[src/rtl/spi_slv_pkg.sv]
package spi_slv_pkg;

    typedef enum logic [1:0] {
        ST_OFF    = 2'd0,
        ST_ARMED  = 2'd1,
        ST_ACTIVE = 2'd2
    } slv_state_e;

    // control bit positions (address 0 write/read)
    localparam int unsigned CTL_EN    = 0;
    localparam int unsigned CTL_PHASE = 1;
    localparam int unsigned CTL_FORCE = 2;
    localparam int unsigned CTL_IRQEN = 3;
    localparam int unsigned CTL_LSBF  = 7;

    // status bit positions (address 0 read)
    localparam int unsigned STA_DONE  = 4;
    localparam int unsigned STA_TXE   = 5;
    localparam int unsigned STA_RXF   = 6;

    localparam logic [1:0] ADDR_CTL  = 2'd0;
    localparam logic [1:0] ADDR_DATA = 2'd1;

endpackage

[src/rtl/spi_slv_sync.sv]
module spi_slv_sync #(
    parameter int unsigned WIDTH  = 3,
    parameter int unsigned STAGES = 2,
    parameter logic [WIDTH-1:0] RST_VAL = '0
) (
    input  logic             clk,
    input  logic             rst_n,
    input  logic [WIDTH-1:0] d,
    output logic [WIDTH-1:0] q
);

    logic [STAGES-1:0][WIDTH-1:0] pipe;

    always_ff @(posedge clk or negedge rst_n) begin
        if (!rst_n) begin
            for (int i = 0; i < int'(STAGES); i++) pipe[i] <= RST_VAL;
        end else begin
            pipe[0] <= d;
            for (int i = 1; i < int'(STAGES); i++) pipe[i] <= pipe[i-1];
        end
    end

    assign q = pipe[STAGES-1];

endmodule

[src/rtl/spi_slv_fsm.sv]
module spi_slv_fsm
    import spi_slv_pkg::*;
#(
    parameter int unsigned DATA_W = 8
) (
    input  logic       clk,
    input  logic       rst_n,
    input  logic       enable,
    input  logic       phase,
    input  logic       select,
    input  logic       sclk_rise,
    input  logic       sclk_fall,
    output slv_state_e state,
    output logic       load,
    output logic       shift,
    output logic       sample,
    output logic       complete
);

    localparam int unsigned CNT_W = (DATA_W > 1) ? $clog2(DATA_W) : 1;
    localparam logic [CNT_W-1:0] LAST = CNT_W'(DATA_W - 1);

    slv_state_e       state_n;
    logic [CNT_W-1:0] bit_cnt, cnt_n;
    logic             fresh, fresh_n;
    logic             drive_edge, samp_edge;

    assign drive_edge = phase ? sclk_rise : sclk_fall;
    assign samp_edge  = phase ? sclk_fall : sclk_rise;

    // state register
    always_ff @(posedge clk or negedge rst_n) begin
        if (!rst_n) begin
            state   <= ST_OFF;
            bit_cnt <= '0;
            fresh   <= 1'b0;
        end else begin
            state   <= state_n;
            bit_cnt <= cnt_n;
            fresh   <= fresh_n;
        end
    end

    // next state
    always_comb begin
        state_n = state;
        cnt_n   = bit_cnt;
        fresh_n = fresh;
        unique case (state)
            ST_OFF: begin
                cnt_n   = '0;
                fresh_n = 1'b0;
                if (enable) state_n = ST_ARMED;
            end
            ST_ARMED: begin
                if (!enable) begin
                    state_n = ST_OFF;
                end else if (select) begin
                    state_n = ST_ACTIVE;
                    cnt_n   = '0;
                    fresh_n = 1'b1;
                end
            end
            ST_ACTIVE: begin
                if (!enable) begin
                    state_n = ST_OFF;
                    cnt_n   = '0;
                    fresh_n = 1'b0;
                end else if (!select) begin
                    state_n = ST_ARMED;
                    cnt_n   = '0;
                    fresh_n = 1'b0;
                end else begin
                    if (samp_edge) begin
                        fresh_n = 1'b0;
                        cnt_n   = (bit_cnt == LAST) ? '0 : bit_cnt + 1'b1;
                    end
                    if (drive_edge && bit_cnt == '0 && phase && fresh)
                        fresh_n = 1'b0;
                end
            end
            default: state_n = ST_OFF;
        endcase
    end

    // output strobes
    always_comb begin
        load     = 1'b0;
        shift    = 1'b0;
        sample   = 1'b0;
        complete = 1'b0;
        unique case (state)
            ST_OFF: ;
            ST_ARMED: load = enable && select;
            ST_ACTIVE: begin
                if (enable && select) begin
                    if (samp_edge) begin
                        sample   = 1'b1;
                        complete = (bit_cnt == LAST);
                    end
                    if (drive_edge) begin
                        if (bit_cnt == '0) load  = !(phase && fresh);
                        else               shift = 1'b1;
                    end
                end
            end
            default: ;
        endcase
    end


    idle_cnt_chk: assert property (@(posedge clk) disable iff (!rst_n)
        (state != ST_ACTIVE) |-> (bit_cnt == '0));


    strobe_excl_chk: assert property (@(posedge clk) disable iff (!rst_n)
        $onehot0({load, shift, sample}));

endmodule

[src/rtl/spi_slv_shreg.sv]
module spi_slv_shreg #(
    parameter int unsigned DATA_W = 8
) (
    input  logic              clk,
    input  logic              rst_n,
    input  logic              load,
    input  logic              shift,
    input  logic              sample,
    input  logic              lsb_first,
    input  logic              mosi,
    input  logic [DATA_W-1:0] tx_word,
    output logic              out_bit,
    output logic [DATA_W-1:0] rx_word
);

    logic [DATA_W-1:0] sr;
    logic              held;

    always_ff @(posedge clk or negedge rst_n) begin
        if (!rst_n) begin
            sr   <= '0;
            held <= 1'b0;
        end else begin
            if (load)
                sr <= tx_word;
            else if (shift)
                sr <= lsb_first ? {held, sr[DATA_W-1:1]} : {sr[DATA_W-2:0], held};
            if (sample)
                held <= mosi;
        end
    end

    // the final bit is taken straight from the line on the completing edge
    assign rx_word = lsb_first ? {mosi, sr[DATA_W-1:1]} : {sr[DATA_W-2:0], mosi};
    assign out_bit = lsb_first ? sr[0] : sr[DATA_W-1];

endmodule

[src/rtl/spi_slave_shifter.sv]
module spi_slave_shifter
    import spi_slv_pkg::*;
#(
    parameter int unsigned DATA_W      = 8,
    parameter int unsigned SYNC_STAGES = 2
) (
    input  logic              clk,
    input  logic              rst_n,
    input  logic              host_wr,
    input  logic              host_rd,
    input  logic [1:0]        host_addr,
    input  logic [DATA_W-1:0] host_wdata,
    output logic [DATA_W-1:0] host_rdata,
    input  logic              sclk,
    input  logic              ss_n,
    input  logic              mosi,
    output logic              miso,
    output logic              aux_oe,
    output logic              irq
);

    logic [2:0] pins_s;
    logic       sclk_s, ss_n_s, mosi_s, sclk_d;
    logic       sclk_rise, sclk_fall, select;

    logic ctl_en, ctl_phase, ctl_force, ctl_irqen, ctl_lsbf;
    logic txe, rxf, done;
    logic [DATA_W-1:0] tx_buf, rx_buf, rx_word;
    logic ctl_wr, tx_wr, rx_rd, st_rd;
    logic load, shift, sample, complete, out_bit;
    slv_state_e state;

    spi_slv_sync #(.WIDTH(3), .STAGES(SYNC_STAGES), .RST_VAL(3'b010)) u_sync (
        .clk(clk), .rst_n(rst_n), .d({sclk, ss_n, mosi}), .q(pins_s));

    assign {sclk_s, ss_n_s, mosi_s} = pins_s;

    always_ff @(posedge clk or negedge rst_n) begin
        if (!rst_n) sclk_d <= 1'b0;
        else        sclk_d <= sclk_s;
    end

    assign sclk_rise = sclk_s & ~sclk_d;
    assign sclk_fall = ~sclk_s & sclk_d;
    assign select    = ~ss_n_s | ctl_force;

    assign ctl_wr = host_wr && host_addr == ADDR_CTL;
    assign tx_wr  = host_wr && host_addr == ADDR_DATA;
    assign st_rd  = host_rd && host_addr == ADDR_CTL;
    assign rx_rd  = host_rd && host_addr == ADDR_DATA;

    spi_slv_fsm #(.DATA_W(DATA_W)) u_fsm (
        .clk(clk), .rst_n(rst_n), .enable(ctl_en), .phase(ctl_phase),
        .select(select), .sclk_rise(sclk_rise), .sclk_fall(sclk_fall),
        .state(state), .load(load), .shift(shift), .sample(sample),
        .complete(complete));

    spi_slv_shreg #(.DATA_W(DATA_W)) u_shreg (
        .clk(clk), .rst_n(rst_n), .load(load), .shift(shift), .sample(sample),
        .lsb_first(ctl_lsbf), .mosi(mosi_s), .tx_word(tx_buf),
        .out_bit(out_bit), .rx_word(rx_word));

    // control bits and data buffers: untouched by disable
    always_ff @(posedge clk or negedge rst_n) begin
        if (!rst_n) begin
            ctl_en    <= 1'b0;
            ctl_phase <= 1'b0;
            ctl_force <= 1'b0;
            ctl_irqen <= 1'b0;
            ctl_lsbf  <= 1'b0;
            tx_buf    <= '0;
            rx_buf    <= '0;
        end else begin
            if (ctl_wr) begin
                ctl_en    <= host_wdata[CTL_EN];
                ctl_phase <= host_wdata[CTL_PHASE];
                ctl_force <= host_wdata[CTL_FORCE];
                ctl_irqen <= host_wdata[CTL_IRQEN];
                ctl_lsbf  <= host_wdata[CTL_LSBF];
            end
            if (tx_wr)    tx_buf <= host_wdata;
            if (complete) rx_buf <= rx_word;
        end
    end

    // status flags: held at reset value while disabled
    always_ff @(posedge clk or negedge rst_n) begin
        if (!rst_n) begin
            txe  <= 1'b1;
            rxf  <= 1'b0;
            done <= 1'b0;
        end else if (!ctl_en) begin
            txe  <= 1'b1;
            rxf  <= 1'b0;
            done <= 1'b0;
        end else begin
            if (load)     txe  <= 1'b1;
            if (tx_wr)    txe  <= 1'b0;
            if (rx_rd)    rxf  <= 1'b0;
            if (complete) rxf  <= 1'b1;
            if (st_rd)    done <= 1'b0;
            if (complete) done <= 1'b1;
        end
    end

    always_comb begin
        host_rdata = '0;
        unique case (host_addr)
            ADDR_CTL: begin
                host_rdata[CTL_EN]    = ctl_en;
                host_rdata[CTL_PHASE] = ctl_phase;
                host_rdata[CTL_FORCE] = ctl_force;
                host_rdata[CTL_IRQEN] = ctl_irqen;
                host_rdata[STA_DONE]  = done;
                host_rdata[STA_TXE]   = txe;
                host_rdata[STA_RXF]   = rxf;
                host_rdata[CTL_LSBF]  = ctl_lsbf;
            end
            ADDR_DATA: host_rdata = rx_buf;
            default:   host_rdata = '0;
        endcase
    end

    assign miso   = (state == ST_ACTIVE) ? out_bit : 1'b1;
    assign irq    = done & ctl_irqen;
    assign aux_oe = 1'b0;


    miso_idle_off_chk: assert property (@(posedge clk) disable iff (!rst_n)
        !ctl_en |=> miso);


    rx_keep_off_chk: assert property (@(posedge clk) disable iff (!rst_n)
        !ctl_en |=> $stable(rx_buf));


    complete_flags_chk: assert property (@(posedge clk) disable iff (!rst_n)
        complete |=> (rxf && done));


    load_empties_chk: assert property (@(posedge clk) disable iff (!rst_n)
        (load && !tx_wr) |=> txe);


    rx_read_clears_chk: assert property (@(posedge clk) disable iff (!rst_n)
        (rx_rd && !complete && ctl_en) |=> !rxf);

endmodule

[config.mk]
export PLATFORM = sky130hd
export DESIGN_NAME = spi_slave_shifter
export DESIGN_NICKNAME = d
export VERILOG_FILES = /design/src/rtl/spi_slv_pkg.sv /design/src/rtl/spi_slv_sync.sv /design/src/rtl/spi_slv_fsm.sv /design/src/rtl/spi_slv_shreg.sv /design/src/rtl/spi_slave_shifter.sv
export SDC_FILE = /design/constraint.sdc
export NUM_CORES = 1
export LEC_CHECK = 0
export ABC_AREA = 1
export BUFFER_PORTS_ARGS = -buffer_cell sky130_fd_sc_hd__buf_2
export CAP_MARGIN = 20
export CORE_MARGIN = 4
export CORE_UTILIZATION = 50
export DETAILED_ROUTE_END_ITERATION = 10
export PLACE_DENSITY = 0.73
export SLEW_MARGIN = 20
export SYNTH_ARGS = -nofsm -noshare
export SYNTH_HDL_FRONTEND = slang
export SYNTH_HIERARCHICAL = 1
export SYNTH_SLANG_ARGS = --single-unit
export TNS_END_PERCENT = 5
[constraint.sdc]
create_clock -name clk -period 1.8 [get_ports clk]
set_clock_uncertainty 0.05 [all_clocks]
set_input_delay 0.36 -clock clk [delete_from_list [all_inputs] [get_ports clk]]
set_output_delay 0.36 -clock clk [all_outputs]
set_load 0.1 [all_outputs]
## Word level (Yosys, flattened, before mapping)

Index checks and enable logic that the tools add are counted.
Widths: inputs -> output; s select.

| word-level totals | value |
|---|---|
| register bits after elaboration | 46 |
| input port bits | 17 |
| output and inout bits | 11 |
| word-level logic and storage cells | 110 |

| cells by class | value |
|---|---|
| add/sub/neg operators | 1 |
| equality and inequality tests | 14 |
| muxes and demuxes | 52 |
| bitwise logic cells | 7 |
| reduce and logical (&&, ||, !) cells | 18 |

Operator list:

| cell | number |
|---|---|
| $mux 1 | 32 |
| $mux 8 | 4 |
| $mux 3 | 6 |
| $pmux 8 s2 | 1 |
| $mux 2 | 5 |
| $logic_and 1x1->1 | 9 |
| $ne 3x1->1 const B | 3 |
| $pmux 3 s3 | 1 |
| $reduce_and 4->1 | 2 |
| $pmux 2 s3 | 1 |
| $ne 5x5->1 const B | 1 |
| $eq 2x1->1 const B | 2 |
| $logic_not 2->1 | 2 |
| $ne 2x2->1 const B | 2 |
| $ne 4x4->1 const B | 1 |
| $add 3x1->3 const B | 1 |
| $and 1x1->1 | 3 |
| $eq 3x3->1 const B | 1 |
| $logic_not 3->1 | 1 |
| $ne 3x2->1 const B | 1 |
| $ne 3x3->1 const B | 1 |
| $not 1->1 | 3 |
| $pmux 1 s3 | 1 |
| $reduce_and 3->1 | 1 |
| 7 further kinds | 7 |

## Longest topological paths before layout

Gate-level depths: netlist (run 1).

| logic depth | value |
|---|---|
| word-level depth | 10 |
| gate-level depth with buffers | 15 |
| mapped depth without buffers | 13 |

## Modules after synthesis

Netlist (run 1), hierarchy kept.

Modules (own cells, without submodules):

| module | instances | cells each | area an instance (um2) | sequential area each (um2) |
|---|---|---|---|---|
| spi_slave_shifter | 1 | 141 | 1174.9 | 626.9 |
| spi_slv_shreg | 1 | 81 | 560.5 | 225.2 |
| spi_slv_fsm | 1 | 68 | 498.0 | 150.1 |
| spi_slv_sync | 1 | 9 | 175.2 | 152.6 |

## Worst setup path after synthesis (run 1)

No wires, ideal clock.

| timing | value |
|---|---|
| path type | input to output |
| start point | in host_addr[1] |
| end point | out host_rdata[0] |
| arrival | 2633 ps |
| data required time | 1390 ps |
| slack | -1243 ps |
| cell stages on the path | 3 |
| buffers on the path | 0 |
| cell sequence | inv_2 nand2_1 o21ai_0 |

| between the ends | value |
|---|---|
| cells in the longest elaborated chain, start to end | 2 |
| elaborated cells on any way between the ends | 3 |
| classes of those cells | 1 x eq/ne; 1 x mux; 1 x reduce/logical |

RTL lines:

| item | RTL line | source |
|---|---|---|
| from (decl) | spi_slave_shifter.sv:11 | `input logic [1:0] host_addr,` |
| $eq 2x1->1 or $logic_not 2->1 (tied branches) | spi_slave_shifter.sv:108 | `unique case (host_addr)` |
| $pmux 8 s2 (*) | spi_slave_shifter.sv:108 |  |
| to (decl) | spi_slave_shifter.sv:13 | `output logic [DATA_W-1:0] host_rdata,` |

Every way passes the cells marked *; elsewhere a longest branch is shown, timed or not.

## Worst setup path after layout (run 1)

| timing | value |
|---|---|
| start point | reg u_fsm.bit_cnt[0] |
| end point | reg u_shreg.sr[3] |

| between the ends | value |
|---|---|
| cells in the longest elaborated chain, start to end | 6 |
| elaborated cells on any way between the ends | 11 |
| classes of those cells | 9 x mux; 2 x reduce/logical |

RTL lines:

| item | RTL line | source |
|---|---|---|
| from (decl) | spi_slv_fsm.sv:24 | `logic [CNT_W-1:0] bit_cnt, cnt_n;` |
| from (signal assigned) | spi_slv_fsm.sv:39 | `bit_cnt <= cnt_n;` |
| $logic_not 3->1 (*) | spi_slv_fsm.sv:102 | `if (bit_cnt == '0) load = !(phase && fresh);` |
| $mux 1 (*) | spi_slv_fsm.sv:102 |  |
| $mux 1 (*) | spi_slv_fsm.sv:101 | `if (drive_edge) begin` |
| $mux 1 (*) | spi_slv_fsm.sv:96 | `if (enable && select) begin` |
| $pmux 1 s2 (*) | spi_slv_fsm.sv:92 | `unique case (state)` |
| named net load | spi_slave_shifter.sv:30 | `logic load, shift, sample, complete, out_bit;` |
| $mux 8 or $reduce_bool 2->1 (tied branches) | - |  |
| to (signal assigned) | spi_slv_shreg.sv:25 | `sr <= tx_word;` |
| to (signal assigned) | spi_slv_shreg.sv:27 | `sr <= lsb_first ? {held, sr[DATA_W-1:1]} : {sr[DATA_W-2:0], held};` |
| to (decl) | spi_slv_shreg.sv:16 | `logic [DATA_W-1:0] sr;` |

Mark *: on every way through the listed nets, which the timed path passes. The rest lies on a longest branch.
A chain may end at the register's enable or synchronous reset.

==> results of run 1 <==
## registers in the layout, summed over array words and instances (netlist names), 2 cells and up
name and flops:
tx_buf 8, rx_buf 8, u_fsm/bit_cnt 3, u_sync/q 3, u_shreg/sr 8, u_sync/pipe 3, u_fsm/state 2
## cell type report
| class | instances | area (sq um) |
|---|---|---|
| clock buffer | 5 | 68.8 |
| clock inverter | 3 | 21.3 |
| fill | 365 | 1570 |
| inverter | 34 | 133 |
| multi-input combinational | 207 | 1030 |
| sequential | 46 | 1160 |
| tap | 52 | 65.1 |
| timing repair buffer | 49 | 453 |
## report_power, final
| part | switching (mW) | internal, mW |
|---|---|---|
| Clock | 0.359 | 0.273 |
| Combinational | 0.615 | 0.401 |
| Sequential | 0.146 | 1.20 |
| Total | 1.12 | 1.88 |
## cells in the mapped netlist (3+ instances only)
cell type / instances
nor2_4: 3
nand2_1: 118
buf_4: 5
nor2_1: 5
nand3_1: 18
inv_1: 28
ha_1: 7
nand2_2: 9
o21ai_0: 22
nand4_1: 8
inv_2: 5
dfrtp_1: 43
dfstp_2: 3
buf_6: 5
## cell families after synthesis
group	Yosys count
adders and majority gates	7
and+or+nand+nor	169
DFF	46
buffers and inverters	46
AOI/OAI and AO/OA	30
other	1
## layout by cell type, fill, tap and decap left out, drive strengths merged
cell / instances
clkbuf: 5
conb: 1
inv: 33
clkinvlp: 1
nand3b: 1
nor2: 10
nor3: 1
o21ai: 24
dlygate4sd3: 1
nand4: 8
ha: 7
or2: 1
a21boi: 2
dfstp: 3
a21oi: 3
clkinv: 3
dfrtp: 43
nand2: 128
nand3: 20
o22ai: 1
buf: 48
## routing by layer
layer	vias up	share of wire, %	GRT usage [%]	wire (um)
li1	1017	-	-	-
met1	949	46	24.0	2430
met2	58	47	28.1	2470
met3	9	4.8	3.82	255
met4	0	1.8	6.94	96
met5	-	0	0	0
## critical path, delay by kind of cell (launching register included)
kind | cells | cell delay [ns]
fa+ha+maj | 1 | 0.14
flops | 1 | 0.41
simple gates | 6 | 0.50
compound gates | 1 | 0.15
buf+inv | 3 | 0.41
## path summary, 6_finish.rpt
| kind | start | to | slack [ns] |
|---|---|---|---|
| worst min-delay path | ss_n | u_sync/pipe[1]$_DFF_PN1_ | 0.09 |
| worst max register to register | u_fsm/bit_cnt[0]$_DFFE_PN0P_ | u_shreg/sr[3]$_DFFE_PN0P_ | 0.04 |
| max in group asynchronous | rst_n | ctl_lsbf$_DFFE_PN0P_ | 0.64 |
| min in group asynchronous | rst_n | u_fsm/state[0]$_DFFE_PN0P_ | 0.45 |
| worst min register to register | u_sync/pipe[2]$_DFF_PN0_ | u_sync/q[2]$_DFF_PN0_ | 0.31 |
| worst max-delay path | u_fsm/bit_cnt[0]$_DFFE_PN0P_ | u_shreg/sr[3]$_DFFE_PN0P_ | 0.04 |
## repair_timing
action                     in CTS  in global routing
resized for setup               3                  7
hold buffers                    1                  0
pin swaps                       0                 11
hold endpoints to repair       12                  0
setup endpoints to repair       2                 10
setup buffers                   0                 11
==> flow_summary.toml, run 1 <==
[synthesis]
synth_area_leaders = "dfrtp_1 45%, nand2_1 18%, o21ai_0 4.6%"
syn_area_per_cell_sq_um = 8.06
ys_seq_elements = 46
syn_area_sq_um = 2410
yosys-mux-area-fraction_pct = 0
yosys_warnings = 6
synth-simple-area-share_pct = 31.6
synthCells = 299
synth_compound_area_share_pct = 6.81
syn_nets = 323
synth-adder-area-share_pct = 3.64
synth_top_area_share_pct = 44.7
synthArstFlopShare_pct = 100
seq_area_frac_synth_pct = 47.9
synth_edf_count = 0
synth_top_family_by_area = "simple AND/OR/NAND/NOR gates"
synth_xor_area_share_pct = 0
yosysUniqueCellTypes = 30
ys.flop_type = "dfrtp_1"
synth_area_leader_cell = "dfrtp_1"

[grt]
grtUsageTotal_pct = 17.8
grt_overflow_total = 0
antenna_found_initial = 0
grt_pass1_vias = 1914
grt_first_pass_wirelength_mm = 8.58
grt_max_degree = 21

[floorplanning]
chipWidth_um = 77.4
io_pins = 28
fp-row-count = 24
die-area_sq_um = 5990
dieHeight_um = 77.4
coreArea_sq_um = 4500
initial_core_util_pct = 53.5

[power_and_ir_drop]
powerDensity_nw_per_um2 = 1020
ir_worst_vdd_v = 0.000637
p_leak_nw = 1.50
p_total_mw = 3.00

[critical_path]
ff2ff_path_depth = 11
required_ns = 1.93
cp-start-kind = "flop"
cp_cell_sequence = "inv_1 -> ha_1 -> nand2_1 -> nor2_2 -> nand3_1 -> a21boi_1 -> buf_4 -> buf_12 -> nor2_4 -> nand2_1 -> nand3_1"
cpMaxStageDelayCell = "dfrtp_1"
worstPathMaxFanout = 7
critPathCaptureType = "flop"
cp.arrival_ns = 1.90
critPathKind = "reg2reg"
slowest_delay_ns = 0.41

[outcome]
status = "completed"

[route]
drt-initial-drc-count = 176
via_per_inst = 5.13
wire_per_inst_um = 13.3
drt-pass1-iter-count = 4
vias = 2033
finalWirelength_mm = 5.26
ant_nets = 0
drcViolationCount = 0

[sta]
setup_viol = 0
hold_viol_final = 0
max_freq_mhz = 567
drv_slew = 0
finalCritPeriodShare_pct = 97.9
hold-worst-slack_ns = 0.0928
fin_crit_ns = 1.76
fin_ws_ns = 0.0370
rsz0062_at_grt = "yes"
setup-tns-final_ns = 0

[placement]
dpl-instance-area_sq_um = 2720
port_buffers = 26
dpl.hpwl_mm = 3.73
dp_cells = 376
gp_congestion = 0.828
place_ws_ns = -0.0245

[cts]
cts_tree = "yes"
clkLatencyLatePin_ns = 0.30
cts_sinks = 46
htree_levels = 2
cts_buffers = 5
clk_pin_slew_ns = 0.09
root_buffer = "clkbuf_8"
clockBufferDepth = 2

[final_layout]
final_cells = 396
drive_above_1_share_pct = 27.6
fin_nets = 367
diodes = 0
final_util_pct = 65.1
area_delta_synth_final_pct = 21.7
postLayoutCellArea_sq_um = 2930

[worst_hold_path]
hp-class = "in2reg"
hold_path_depth = 1

[run]
maxCapViolCount = 0
Power figures use the tool's default switching activity.
==> run 2, diff against run 1 <==
- CORE_MARGIN: 4 -> unset
- TNS_END_PERCENT: 5 -> unset
==> run 2 against run 1 <==
Non-clock buffer count did not move. Combinational power rose by 6%. Power is 13% higher. Sequential share of layout area decreased by 1.5 points. The run now ends with DRC left. Largest cell class unchanged. Fmax decreased by 1.1%. Register-to-register slack worse by 0.02 ns.
==> flow_summary.toml, run 2 (same netlist as run 1, synthesis figures left out) <==
[cts]
cts_tree = "yes"
clkLatencyLatePin_ns = 0.31
cts_buffers = 5
clockBufferDepth = 2
root_buffer = "clkbuf_8"
cts_sinks = 46
clk_pin_slew_ns = 0.09
htree_levels = 2

[power_and_ir_drop]
ir_worst_vdd_v = 0.000581
pwr-share-clk_pct = 28.2
switchingPower_mw = 1.17
powerDensity_nw_per_um2 = 1110
p_leak_nw = 1.55
p_sw_share_pct = 34.6
p_seq_share_pct = 39.9
intPower_mw = 2.22
combPwrFrac_pct = 31.9

[floorplanning]
io_pins = 28
chipWidth_um = 71.4
die-area_sq_um = 5100
coreArea_sq_um = 4500
initial_core_util_pct = 53.5
fp-row-count = 24
dieHeight_um = 71.4

[critical_path]
ff2ff_path_depth = 12
required_ns = 1.93
cp.arrival_ns = 1.92
cpMaxStageDelayCell = "dfrtp_1"
r2r_setup_slack_ns = 0.02
cp.depth = 12
critical-path-top-delay-family = "simple AND/OR/NAND/NOR gates"
r2r-start = "sclk_d$_DFF_PN0_"
slowest_delay_ns = 0.41
path_buf_inv = 3
cp_cell_sequence = "nor2_2 -> inv_1 -> nand2_1 -> nand2_2 -> nor2_4 -> nand3_2 -> a21boi_1 -> buf_4 -> buf_6 -> nor2_4 -> nand2_1 -> nand3_1"
worstPathMaxFanout = 7
worstReg2RegEnd = "u_shreg/sr[1]$_DFFE_PN0P_"
cp-start-kind = "flop"
critPathKind = "reg2reg"
critPathCaptureType = "flop"

[outcome]
violations = "DRC"
status = "finished, violations left"

[route]
ant_nets = 0
drcViolationCount = 1
wire_per_inst_um = 13.8
drt-pass1-iter-count = 8
finalWirelength_mm = 5.47
vias = 2104
via_per_inst = 5.31
drt-initial-drc-count = 186

[sta]
hold_viol_final = 0
hold-worst-slack_ns = 0.0918
fin_crit_ns = 1.78
drv_slew = 0
setup_viol = 0
rsz0062_at_grt = "yes"
finalCritPeriodShare_pct = 99.1
max_freq_mhz = 561

[worst_hold_path]
worstHoldStart = "ss_n"
hp-class = "in2reg"
min_to = "u_sync/pipe[1]$_DFF_PN1_"
hold_path_depth = 1

[final_layout]
diodes = 0
final_cells = 396
final_cell_mix = "112 x nand2_1, 42 x dfrtp_1, 26 x inv_1"
drive_above_1_share_pct = 29.7
postLayoutCellArea_sq_um = 3040
area_delta_synth_final_pct = 26.4
fin_nets = 367
reg_top3 = "rx_buf: 8 flops, tx_buf: 8 flops, u_shreg/sr: 8 flops"
layout_commonest_cell = "nand2_1"

[placement]
gp_congestion = 0.867
dpl-instance-area_sq_um = 2730
port_buffers = 26
dpl.hpwl_mm = 3.56
dp_cells = 376

[grt]
grt_pass1_vias = 1884
grt_max_degree = 47
grtUsageTotal_pct = 22.1
antenna_found_initial = 0
grt_first_pass_wirelength_mm = 8.63
grt_overflow_total = 0

[run]
maxCapViolCount = 0
run 2: changes by cell type in the layout (fill, tap and decap cells not counted), sizes merged:
cell / change
clkinv: -2
bufinv: +2
clkinvlp: -1
clkbuf: +1
run 2: area by class of cell:
type / instances / area [sq um]
Clock inverter: 2 / 60.1
Inverter: 34 / 135
Fill cell: 345 / 1460
Sequential cell: 46 / 1160
Clock buffer: 6 / 82.6
Tap cell: 52 / 65.1
Timing Repair Buffer: 49 / 460
Multi-Input combinational cell: 207 / 1080
run 2: worst max-delay path by stage:
stage / start / end / slack (ns)
2_1_floorplan: host_addr[1] / host_rdata[0] / -0.52
3_3_place_gp: u_fsm/state[0]$_DFFE_PN0P_ / u_shreg/sr[7]$_DFFE_PN0P_ / 0.06
3_5_place_dp: u_fsm/state[0]$_DFFE_PN0P_ / u_shreg/sr[7]$_DFFE_PN0P_ / -0.02
4_1_cts: u_fsm/state[0]$_DFFE_PN0P_ / u_shreg/sr[7]$_DFFE_PN0P_ / 0.02
5_1_grt: u_sync/q[2]$_DFF_PN0_ / u_shreg/sr[1]$_DFFE_PN0P_ / -0.08
6_report: sclk_d$_DFF_PN0_ / u_shreg/sr[1]$_DFFE_PN0P_ / 0.02
run 2: stage by stage:
step                utilization (%)  worst slack [ns]  setup TNS [ns]  power [mW]
floorplan                         -            -0.525           -4.21        2.00
global placement               60.6            0.0552               0        2.26
detailed placement             60.6           -0.0163         -0.0163        2.29
CTS                            64.1            0.0155               0        3.24
global route                   67.6           -0.0794          -0.517        3.56
finish                         67.6            0.0169               0        3.39
run 2: worst reg2reg max path, cell delays in order (launching register included):
cell and delay, ns:
dfrtp_1 0.41, nor2_2 0.13, inv_1 0.05, nand2_1 0.07
nand2_2 0.08, nor2_4 0.14, nand3_2 0.08, a21boi_1 0.16
buf_4 0.18, buf_6 0.11, nor2_4 0.05, nand2_1 0.07
nand3_1 0.08
run 2: power groups by stage:
stage	logic, mW	clock network, mW	registers (mW)
6_report	1.08	0.956	1.35
5_1_grt	1.19	0.999	1.37
4_1_cts	0.940	0.961	1.34
3_5_place_dp	0.929	0	1.36
3_3_place_gp	0.912	0	1.35
2_1_floorplan	0.680	0	1.32
run 2: repair_timing:
action | in CTS | in global routing
hold endpoints to repair | 43 | 0
buffers inserted | 0 | 11
pin swaps | 0 | 14
setup endpoints to repair | 3 | 10
gates resized for setup | 4 | 20
hold buffers | 1 | 0
run 2: routing by layer:
metal	GRT usage, %	vias to the layer above	share of wire, %
li1	-	1025	-
met1	29.9	990	45
met2	35.2	73	47
met3	4.22	16	4.9
met4	8.89	0	2.7
met5	0	-	0
==> run 3, diff against run 2 <==
- SYNTH_HIERARCHICAL: 1 -> unset
==> run 3 against run 2 <==
The flow still finishes with violations (DRC). Core utilization down 1.3 points. Clock power down 32%. Design area fell by 3.2%.
==> flow_summary.toml, run 3 <==
[synthesis]
ys.flop_type = "dfrtp_1"
synth_area_leader_cell = "dfrtp_1"
yosys_warnings = 0
synthArstFlopShare_pct = 100
synthCells = 291
yosysUniqueCellTypes = 28
ys_seq_elements = 46
seq_area_frac_synth_pct = 49.3
synth_commonest_cells = "77 x nand2_1, 47 x inv_1, 43 x dfrtp_1"
syn_nets = 315
synth_top_area_share_pct = 45.9
synth_most_common_cell = "nand2_1"
syn_area_per_cell_sq_um = 8.05
synth_edf_count = 0
synth_area_leaders = "dfrtp_1 46%, nand2_1 12%, o21ai_0 7.7%"
syn_area_sq_um = 2340

[outcome]
status = "finished, violations left"
violations = "DRC"

[final_layout]
postLayoutCellArea_sq_um = 2950
reg_top3 = "rx_buf: 8 flops, tx_buf: 8 flops, u_shreg.sr: 8 flops"
layout_commonest_cell = "nand2_1"
nFillCells = 371
diodes = 0
area_delta_synth_final_pct = 25.8
fin_nets = 352
drive_above_1_share_pct = 23.1
final_cell_mix = "77 x nand2_1, 45 x inv_1, 42 x dfrtp_1"

[floorplanning]
dieHeight_um = 70.5
die-area_sq_um = 4960
io_pins = 28
chipWidth_um = 70.5
coreArea_sq_um = 4440
initial_core_util_pct = 52.7
fp-row-count = 24

[critical_path]
worstPathMaxFanout = 3
critPathCaptureType = "primary output"
slowest_delay_ns = 0.43
cp_cell_sequence = "ha_4 -> o211ai_1 -> clkbuf_16"
cp-start-kind = "flop"
critPathKind = "reg2out"
ff2ff_path_depth = 12
critical-path-top-delay-family = "flip-flops"
cp.arrival_ns = 1.31
path_buf_inv = 1
cpMaxStageDelayCell = "dfrtp_1"
cp.depth = 3
required_ns = 1.39

[grt]
grt_first_pass_wirelength_mm = 8.51
grt_max_degree = 47
grtUsageTotal_pct = 22.2
grt_overflow_total = 0
antenna_found_initial = 0
grt_pass1_vias = 1910

[placement]
dpl-instance-area_sq_um = 2800
dpl.hpwl_mm = 3.62
gp_congestion = 0.903
port_buffers = 26

[sta]
drv_slew = 0
fin_crit_ns = 1.72
max_freq_mhz = 581
finalCritPeriodShare_pct = 95.6
setup_viol = 0
hold_viol_final = 0
hold-worst-slack_ns = 0.110

[route]
finalWirelength_mm = 4.87
vias = 1916
drcViolationCount = 4
via_per_inst = 5.03
wire_per_inst_um = 12.8
drt-pass1-iter-count = 7
drt-initial-drc-count = 148
ant_nets = 0

[power_and_ir_drop]
p_seq_share_pct = 44.1
powerDensity_nw_per_um2 = 1050
ir_worst_vdd_v = 0.000509
intPower_mw = 1.93
p_total_mw = 3.08
pwr-share-clk_pct = 20.9
p_sw_share_pct = 37.5
switchingPower_mw = 1.16
p_leak_nw = 1.49
combPwrFrac_pct = 35.0

[worst_hold_path]
hold_path_depth = 1
hp-class = "in2reg"

[run]
maxCapViolCount = 0

[cts]
clk_pin_slew_ns = 0.08
cts_sinks = 46
root_buffer = "clkbuf_8"
clockBufferDepth = 2
cts_tree = "yes"
cts_buffers = 5
htree_levels = 2
clkLatencyLatePin_ns = 0.30
## run 3: cell count changes in the layout (fill, tap and decap cells not counted), moves of 6 or more
cell	before	now
nand2_1	112	77
o21ai_0	14	35
inv_1	26	45
nand3_1	15	29
nand2_2	14	2
buf_4	19	10
o21ai_1	9	1
nand4_1	8	1
o22ai_4	0	6
## run 3: layout make-up
cell class / instances / area [sq um] / share of cell area (%)
Inverter: 50 / 193 / 6.54
Sequential cell: 46 / 1160 / 39.2
Clock inverter: 1 / 5.00 / 0.170
Tap cell: 52 / 65.1 / 2.21
Clock buffer: 7 / 86.3 / 2.93
Timing Repair Buffer: 39 / 395 / 13.4
Multi-Input combinational cell: 186 / 1050 / 35.5
## run 3: metrics by stage
| step | setup TNS [ns] | setup slack [ns] | std cells | util (%) |
|---|---|---|---|---|
| 2_1_floorplan | -1.14 | -0.608 | 291 | - |
| 3_3_place_gp | 0 | 0.0341 | 370 | 63.0 |
| 3_5_place_dp | 0 | 0.0248 | 370 | 63.0 |
| 4_1_cts | -0.0321 | -0.0321 | 380 | 65.8 |
| 5_1_grt | -0.00499 | -0.00300 | 381 | 66.3 |
| 6_report | 0 | 0.0795 | 381 | 66.3 |
## run 3: per-layer routing
metal,global-route usage (%),routed length (um)
met1,30.2,2310
met2,35.1,2260
met3,4.76,245
met4,7.48,59
met5,0,0
## run 3: path summary, 6_finish.rpt
check                      slack, ns                        from                           end
min in group asynchronous       0.52                       rst_n  u_fsm.bit_cnt[1]$_DFFE_PN0P_
setup reg to reg                0.12  u_fsm.state[0]$_DFFE_PN0P_     u_shreg.sr[0]$_DFFE_PN0P_
max in group asynchronous       0.91                       rst_n      u_sync.pipe[1]$_DFF_PN1_
setup / recovery                0.08  u_fsm.state[1]$_DFFE_PN0P_                          miso
hold / removal                  0.11                        ss_n      u_sync.pipe[1]$_DFF_PN1_
hold reg to reg                 0.30    u_sync.pipe[0]$_DFF_PN0_         u_sync.q[0]$_DFF_PN0_
## run 3: what timing repair did
item,4_1_cts,5_1_grt
setup endpoints to repair,2,9
buffers inserted,1,2
hold buffers,1,0
hold endpoints to repair,37,0
gates resized for setup,5,5
pin swaps,1,1
## run 3: power groups by stage
stage / combinational (mW) / clock [mW] / sequential (mW)
3_5_place_dp: 1.01 / 0 / 1.37
5_1_grt: 1.23 / 0.704 / 1.38
4_1_cts: 1.05 / 0.664 / 1.35
3_3_place_gp: 0.984 / 0 / 1.36
2_1_floorplan: 0.772 / 0 / 1.33
6_report: 1.08 / 0.646 / 1.36
## run 3: kinds of logic after synthesis
logic type	after synthesis	synth area share [%]
fa+ha+maj	7	3.74
simple gates	125	23.9
other cells	1	0.160
compound gates	53	12.0
flops	46	49.3
buf+inv	59	10.9
